**config.mk**
```make
export PLATFORM = sky130hd
export DESIGN_NAME = pwm_fault_guard
export DESIGN_NICKNAME = d
export VERILOG_FILES = /design/src/rtl/fault_guard_pkg.sv /design/src/rtl/trip_decode.sv /design/src/rtl/guard_fsm.sv /design/src/rtl/guard_flags.sv /design/src/rtl/out_force.sv /design/src/rtl/pwm_fault_guard.sv
export SDC_FILE = /design/constraint.sdc
export NUM_CORES = 1
export LEC_CHECK = 0
export BUFFER_PORTS_ARGS = -buffer_cell sky130_fd_sc_hd__buf_4
export CAP_MARGIN = 20
export CORE_AREA = 5 5 42 44
export CTS_CLUSTER_DIAMETER = 30
export DETAILED_ROUTE_END_ITERATION = 10
export DIE_AREA = 0 0 47 49
export GPL_TIMING_DRIVEN = 1
export PLACE_DENSITY_LB_ADDON = 0.08
export SYNTH_ARGS = -nofsm -noshare
export SYNTH_HDL_FRONTEND = slang
export SYNTH_HIERARCHICAL = 1
export SYNTH_SLANG_ARGS = --single-unit
export TNS_END_PERCENT = 20
```
**constraint.sdc**
```tcl
create_clock -name clk -period 4.5 [get_ports clk]
set_clock_uncertainty 0.2 [all_clocks]
set_input_delay 0.45 -clock clk [delete_from_list [all_inputs] [get_ports clk]]
set_output_delay 0.45 -clock clk [all_outputs]
set_load 0.01 [all_outputs]
```
**src/rtl/fault_guard_pkg.sv**
```systemverilog
package fault_guard_pkg;

    typedef enum logic [1:0] {
        ACT_NONE = 2'd0,
        ACT_HIGH = 2'd1,
        ACT_LOW  = 2'd2,
        ACT_HIZ  = 2'd3
    } force_act_t;

    typedef enum logic [1:0] {
        ST_RUN   = 2'd0,
        ST_CYCLE = 2'd1,
        ST_LATCH = 2'd2
    } guard_state_t;

endpackage

```
**src/rtl/trip_decode.sv**
```systemverilog
module trip_decode #(
    parameter int N_TRIP = 6
) (
    input  logic [N_TRIP-1:0] trip_n,
    input  logic [N_TRIP-1:0] ost_sel,
    input  logic [N_TRIP-1:0] cbc_sel,
    input  logic              frc_ost,
    input  logic              frc_cbc,
    input  logic              bypass,
    output logic              ost_now,
    output logic              cbc_now
);
    logic [N_TRIP-1:0] ost_hit;
    logic [N_TRIP-1:0] cbc_hit;

    // Per-input classification; latched class wins when both selects are set.
    for (genvar i = 0; i < N_TRIP; i++) begin : g_src
        assign ost_hit[i] = ~trip_n[i] & ost_sel[i];
        assign cbc_hit[i] = ~trip_n[i] & cbc_sel[i] & ~ost_sel[i];
    end

    always_comb begin
        ost_now = ~bypass & ((|ost_hit) | frc_ost);
        cbc_now = ~bypass & ((|cbc_hit) | frc_cbc);
    end
endmodule

```
**src/rtl/guard_fsm.sv**
```systemverilog
module guard_fsm
    import fault_guard_pkg::*;
(
    input  logic         clk,
    input  logic         rst_n,
    input  logic         ost_now,
    input  logic         cbc_now,
    input  logic         ctr_zero,
    input  logic         clr_ost,
    output guard_state_t state,
    output logic         trip_hold
);
    guard_state_t nxt;

    always_ff @(posedge clk or negedge rst_n) begin
        if (!rst_n) state <= ST_RUN;
        else        state <= nxt;
    end

    always_comb begin
        nxt = state;
        unique case (state)
            ST_RUN: begin
                if (ost_now)      nxt = ST_LATCH;
                else if (cbc_now) nxt = ST_CYCLE;
            end
            ST_CYCLE: begin
                if (ost_now)                    nxt = ST_LATCH;
                else if (ctr_zero && !cbc_now)  nxt = ST_RUN;
            end
            ST_LATCH: begin
                if (clr_ost && !ost_now) nxt = cbc_now ? ST_CYCLE : ST_RUN;
            end
            default: nxt = ST_RUN;
        endcase
    end

    always_comb begin
        unique case (state)
            ST_RUN:   trip_hold = 1'b0;
            ST_CYCLE: trip_hold = 1'b1;
            ST_LATCH: trip_hold = 1'b1;
            default:  trip_hold = 1'b1;
        endcase
    end

    assert_latch_holds_R4: assert property (@(posedge clk) disable iff (!rst_n)
        (state == ST_LATCH && !clr_ost) |=> state == ST_LATCH);

    assert_cycle_holds_R5: assert property (@(posedge clk) disable iff (!rst_n)
        (state == ST_CYCLE && !ctr_zero) |=> state != ST_RUN);

    assert_cycle_release_R5: assert property (@(posedge clk) disable iff (!rst_n)
        (state == ST_CYCLE && ctr_zero && !cbc_now && !ost_now) |=> state == ST_RUN);
endmodule

```
**src/rtl/guard_flags.sv**
```systemverilog
module guard_flags (
    input  logic clk,
    input  logic rst_n,
    input  logic ost_now,
    input  logic cbc_now,
    input  logic ie_ost,
    input  logic ie_cbc,
    input  logic clr_ost,
    input  logic clr_cbc,
    input  logic clr_int,
    output logic flag_ost,
    output logic flag_cbc,
    output logic flag_int
);
    logic int_evt;
    assign int_evt = (ost_now & ie_ost) | (cbc_now & ie_cbc);

    // Set has priority over clear in every flag.
    always_ff @(posedge clk or negedge rst_n) begin
        if (!rst_n) begin
            flag_ost <= 1'b0;
            flag_cbc <= 1'b0;
            flag_int <= 1'b0;
        end else begin
            if (ost_now)      flag_ost <= 1'b1;
            else if (clr_ost) flag_ost <= 1'b0;
            if (cbc_now)      flag_cbc <= 1'b1;
            else if (clr_cbc) flag_cbc <= 1'b0;
            if (int_evt)      flag_int <= 1'b1;
            else if (clr_int) flag_int <= 1'b0;
        end
    end

    assert_ost_sticky_R4: assert property (@(posedge clk) disable iff (!rst_n)
        (flag_ost && !clr_ost) |=> flag_ost);

    assert_cbc_sticky_R6: assert property (@(posedge clk) disable iff (!rst_n)
        (flag_cbc && !clr_cbc) |=> flag_cbc);

    assert_set_wins_R12: assert property (@(posedge clk) disable iff (!rst_n)
        (ost_now && clr_ost) |=> flag_ost);

    assert_irq_cause_R9: assert property (@(posedge clk) disable iff (!rst_n)
        $rose(flag_int) |-> $past((ost_now && ie_ost) || (cbc_now && ie_cbc)));
endmodule

```
**src/rtl/out_force.sv**
```systemverilog
module out_force
    import fault_guard_pkg::*;
(
    input  logic       pwm_in,
    input  logic       force_en,
    input  logic [1:0] act,
    output logic       pwm_out,
    output logic       pwm_oe
);
    force_act_t code;
    assign code = force_act_t'(act);

    always_comb begin
        pwm_out = pwm_in;
        pwm_oe  = 1'b1;
        if (force_en) begin
            unique case (code)
                ACT_NONE: begin pwm_out = pwm_in; pwm_oe = 1'b1; end
                ACT_HIGH: begin pwm_out = 1'b1;   pwm_oe = 1'b1; end
                ACT_LOW:  begin pwm_out = 1'b0;   pwm_oe = 1'b1; end
                ACT_HIZ:  begin pwm_out = 1'b0;   pwm_oe = 1'b0; end
                default:  begin pwm_out = 1'b0;   pwm_oe = 1'b0; end
            endcase
        end
    end
endmodule

```
**src/rtl/pwm_fault_guard.sv**
```systemverilog
module pwm_fault_guard
    import fault_guard_pkg::*;
#(
    parameter int N_TRIP = 6,
    parameter int ACT_W  = 2
) (
    input  logic              clk,
    input  logic              rst_n,
    input  logic              pwm_a_in,
    input  logic              pwm_b_in,
    input  logic [N_TRIP-1:0] trip_n,
    input  logic [N_TRIP-1:0] ost_sel,
    input  logic [N_TRIP-1:0] cbc_sel,
    input  logic [ACT_W-1:0]  act_a,
    input  logic [ACT_W-1:0]  act_b,
    input  logic              bypass,
    input  logic              ctr_zero,
    input  logic              ie_ost,
    input  logic              ie_cbc,
    input  logic              frc_ost,
    input  logic              frc_cbc,
    input  logic              clr_ost,
    input  logic              clr_cbc,
    input  logic              clr_int,
    output logic              pwm_a_out,
    output logic              pwm_a_oe,
    output logic              pwm_b_out,
    output logic              pwm_b_oe,
    output logic              flag_ost,
    output logic              flag_cbc,
    output logic              irq
);
    localparam int N_CH = 2;

    logic         ost_now, cbc_now, trip_hold, force_en;
    guard_state_t state;

    trip_decode #(.N_TRIP(N_TRIP)) u_dec (
        .trip_n(trip_n), .ost_sel(ost_sel), .cbc_sel(cbc_sel),
        .frc_ost(frc_ost), .frc_cbc(frc_cbc), .bypass(bypass),
        .ost_now(ost_now), .cbc_now(cbc_now)
    );

    guard_fsm u_fsm (
        .clk(clk), .rst_n(rst_n), .ost_now(ost_now), .cbc_now(cbc_now),
        .ctr_zero(ctr_zero), .clr_ost(clr_ost),
        .state(state), .trip_hold(trip_hold)
    );

    guard_flags u_flags (
        .clk(clk), .rst_n(rst_n), .ost_now(ost_now), .cbc_now(cbc_now),
        .ie_ost(ie_ost), .ie_cbc(ie_cbc),
        .clr_ost(clr_ost), .clr_cbc(clr_cbc), .clr_int(clr_int),
        .flag_ost(flag_ost), .flag_cbc(flag_cbc), .flag_int(irq)
    );

    // Live sources act at once; the held state keeps the force afterwards.
    assign force_en = ~bypass & (trip_hold | ost_now | cbc_now);

    logic [N_CH-1:0]       ch_in, ch_out, ch_oe;
    logic [ACT_W*N_CH-1:0] ch_act;
    assign ch_in  = {pwm_b_in, pwm_a_in};
    assign ch_act = {act_b, act_a};

    for (genvar c = 0; c < N_CH; c++) begin : g_ch
        out_force u_out (
            .pwm_in(ch_in[c]), .force_en(force_en),
            .act(ch_act[c*ACT_W +: ACT_W]),
            .pwm_out(ch_out[c]), .pwm_oe(ch_oe[c])
        );
    end

    assign pwm_a_out = ch_out[0];
    assign pwm_a_oe  = ch_oe[0];
    assign pwm_b_out = ch_out[1];
    assign pwm_b_oe  = ch_oe[1];

    assert_bypass_pass_R11: assert property (@(posedge clk) disable iff (!rst_n)
        bypass |-> (pwm_a_out == pwm_a_in && pwm_a_oe && pwm_b_out == pwm_b_in && pwm_b_oe));

    assert_hiz_only_R7: assert property (@(posedge clk) disable iff (!rst_n)
        (!pwm_a_oe |-> act_a == ACT_HIZ) and (!pwm_b_oe |-> act_b == ACT_HIZ));

    assert_latched_forces_R4: assert property (@(posedge clk) disable iff (!rst_n)
        (flag_ost && !bypass && act_a == ACT_HIGH) |-> (pwm_a_out && pwm_a_oe));
endmodule

```
==> summary.md <==
After layout, the minimum clock period comes to 2.69 ns. The leakage component of the power is 0.393 nW, and the residual antenna-violating net count after detailed routing is 0. The tools report the number of max-cap violations as 0. Fraction of synthesized cell area in xor and xnor cells: 0. Setup repair after global routing left no endpoint under its margin. Across the whole layout, storage elements account for 125 um^2.

For the final net count, the log shows 131. The number of failing hold endpoints at the final stage was 0; the count of unique library cells instantiated by Yosys was 19. Post-route fraction of the period consumed by the critical path: 0.598. The run gives 3.85 ns as the required time of the worst setup path. Leaving out fill and tap cells, the most frequent cell in the layout is buf_4. The first global-routing pass estimated 1900 um of wire. After detailed routing, the average wire length per cell comes to 10.6 um.

The worst-case IR drop observed on VDD is 0.0685 mV. The relative contribution of sequential cells to total power is 0.330, and the floorplan die width is 47 um. The initial antenna violation count was 0; the HPWL reported at the end of detailed placement was 1050 um.

The flow ran to the end, and the final reports show no timing, DRC or antenna violations. The type of the most critical hold path is primary input to flop. Counting every net in the synthesized netlist gives 84. The logs give 6 for the violation count after the first detailed-routing iteration and 3 for the number of buffers created by CTS. STA classifies the critical path startpoint as a primary input. The floorplan step defined a die boundary enclosing 2300 um^2. The number of cells after detailed placement was 106; the simple logic cell fraction of the synthesized area was 0.199. The share of synthesized cell area in full adder, half adder and majority cells was 0.

The mux cell area share after synthesis is 0, and the power share of the combinational group is 0.355. Share of total power consumed by net switching: 0.272. Initial cell density of the core: 0.265.

The final standard cell count with taps included and fillers excluded is 111, and the relative area change from synthesis to final layout is 98.0%. The run gives 49 as the post-synthesis cell count. Each instance of the synthesized netlist takes up on average 7.58 um^2. The layout has 135 filler cells.

At the end of routability-driven placement, the weighted congestion stood at 0.692. The clock slew at the register clock pins of the worst setup and hold paths works out to 0.04 ns. The tools report the number of setup violations in the final report as 0. The via density per instance was 4.65; the via count of the first global-routing pass was 528. Of all nets on the critical path, the largest fanout is 6. The worst setup path is captured at an output port. The logs give 5 for the total number of clock tree sinks and 0 ns for the accumulated negative setup slack.

Before antenna repair, the detailed router went through 4 iterations. The detailed router placed 516 vias in this run. For this design the ratio of total power to cell area is 224 nW/um^2. In the layout the commonest cells are 41 x buf_4, 10 x inv_1, 8 x a21oi_1.

The transition time at the pin with the least slew margin was 0.594 ns. TritonCTS built the clock tree. The internal portion of the total power is 0.120 mW. The power share of the clock group was 0.315.

In this run the clock root is driven by a clkbuf_4. The logs give 0 for the total count of max-transition violations in the final report and 1400 um^2 for the area of the core. The combinational family with the most area after synthesis was compound AO/OA/AOI/OAI gates.

During synthesis, Yosys emitted a total of 6 warnings. The share of the synthesized area in compound gates (AO/OA/AOI/OAI) is 0.364. Input and output buffers added on the ports amount to 41. The worst-case clock buffer depth was 2; the count of boundary I/O pins was 42.

For the sequential area share after synthesis, the log shows 0.337. The cell area that synthesis handed to floorplanning was 372 um^2. For this design the total switching power over the nets is 0.0447 mW. The logs give 209 um^2 for the total area of multi-input combinational cells and 0.109 for the aggregate global-route resource usage.

Aggregate routed wire length: 1180 um. The clock reaches the later pin of the worst-skew pair after 0.24 ns. The run gives 371 MHz as the upper clock frequency limit.

The die is 49 um tall. For this run, design rule violations remaining after detail routing come to 0. 0 antenna diodes ended up in the layout.

The critical path data arrival time is 2.04 ns, and the number of H-tree levels is 1. The class of the most critical setup path is primary input to output port. Summed over all layers, the global routing overflow is 0. The maximum number of pins on one net before global-route repair was 7; the worst setup slack for register-to-register paths was 3.52 ns. The worst slew margin relative to its limit is 0.602, and the row count is 14. After synthesis the netlist holds a flip-flop and latch count of 5.

The fraction of layout instances using a drive strength above 1 came out at 0.505.
[path summary, 6_finish.rpt]
path	startpoint	endpoint	depth (start not counted)
max reg2reg	u_fsm/state[0]	u_fsm/state[0]	3
max in group asynchronous	rst_n	u_flags/flag_int	2
min	clr_int	u_flags/flag_int	2
min in group asynchronous	rst_n	u_fsm/state[1]	2
max	ost_sel[5]	pwm_a_out	9
min reg2reg	u_flags/flag_cbc	u_flags/flag_cbc	1
[power groups by stage]
stage	combinational [mW]	clock, mW	sequential [mW]
2_1_floorplan	0.0206	0	0.0559
4_1_cts	0.0594	0.0543	0.0544
3_5_place_dp	0.0585	0	0.0549
5_1_grt	0.0649	0.0584	0.0549
3_3_place_gp	0.0583	0	0.0551
6_report	0.0585	0.0518	0.0543
[critical path, stage by stage]
cell	delay, ns
buf_4	0.11
nor3b_1	0.25
a2111oi_2	0.08
a31oi_1	0.40
nor3_1	0.09
nor2_1	0.29
a21oi_1	0.11
a21oi_1	0.13
buf_4	0.14
[per-layer routing]
layer,part of all wire,track usage,up-vias
met2,0.44,0.170,30
li1,-,-,264
met4,0.0059,0.0553,0
met3,0.13,0.0406,2
met5,0,0,-
met1,0.42,0.126,220
[synth_stat cells]
| master | number | area share |
|---|---|---|
| a21o_2 | 1 | 0.024 |
| or2_1 | 1 | 0.017 |
| nor3b_1 | 2 | 0.040 |
| o21ai_1 | 1 | 0.013 |
| inv_1 | 10 | 0.10 |
| nand2_1 | 1 | 0.010 |
| nor2_1 | 6 | 0.061 |
| a21oi_1 | 8 | 0.11 |
| a22oi_1 | 2 | 0.040 |
| a2111oi_2 | 1 | 0.040 |
| a222oi_1 | 1 | 0.027 |
| o31ai_2 | 1 | 0.034 |
| nor2b_1 | 1 | 0.017 |
| a21o_1 | 1 | 0.020 |
| a21oi_2 | 1 | 0.024 |
| a31oi_1 | 2 | 0.034 |
| nor3_1 | 1 | 0.013 |
| nand3_1 | 3 | 0.040 |
| dfrtp_1 | 5 | 0.34 |
[flip-flops by register name, indices dropped and copies added (netlist names)]
| name | flops |
|---|---|
| u_flags/flag_cbc | 1 |
| u_flags/flag_int | 1 |
| u_flags/flag_ost | 1 |
| u_fsm/state | 2 |
[final cells by class]
class | count | share of cell area
multi-input combinational | 34 | 0.284
tap | 16 | 0.0272
inverter | 10 | 0.0510
sequential | 5 | 0.170
clock buffer | 4 | 0.0357
timing repair buffer | 42 | 0.432
[what timing repair did]
item	4_1_cts	5_1_grt
hold endpoints to repair	5	0
endpoints found under the setup margin	0	0
setup buffers	0	0
hold buffers	1	0
gates resized for setup	0	0
[cell families (layout without fill, tap and decap cells)]
logic type	count (synthesis)	count (layout)
buf+inv	10	56
simple gates	15	15
flops	5	5
compound gates	19	19
[through the flow]
step                cell area (um^2)  total power, mW   util  hold WS, ns  setup WS [ns]
finish                           736            0.165  0.525        0.181           1.81
global route                     736            0.178  0.525        0.170           1.59
CTS                              736            0.168  0.525        0.174           1.77
detailed placement               699            0.113  0.499       0.0561           1.79
global placement                 699            0.113  0.499       0.0550           1.80
floorplan                        372           0.0766      -      -0.0456           2.17
Note: power is estimated with default switching activity, not from simulation.
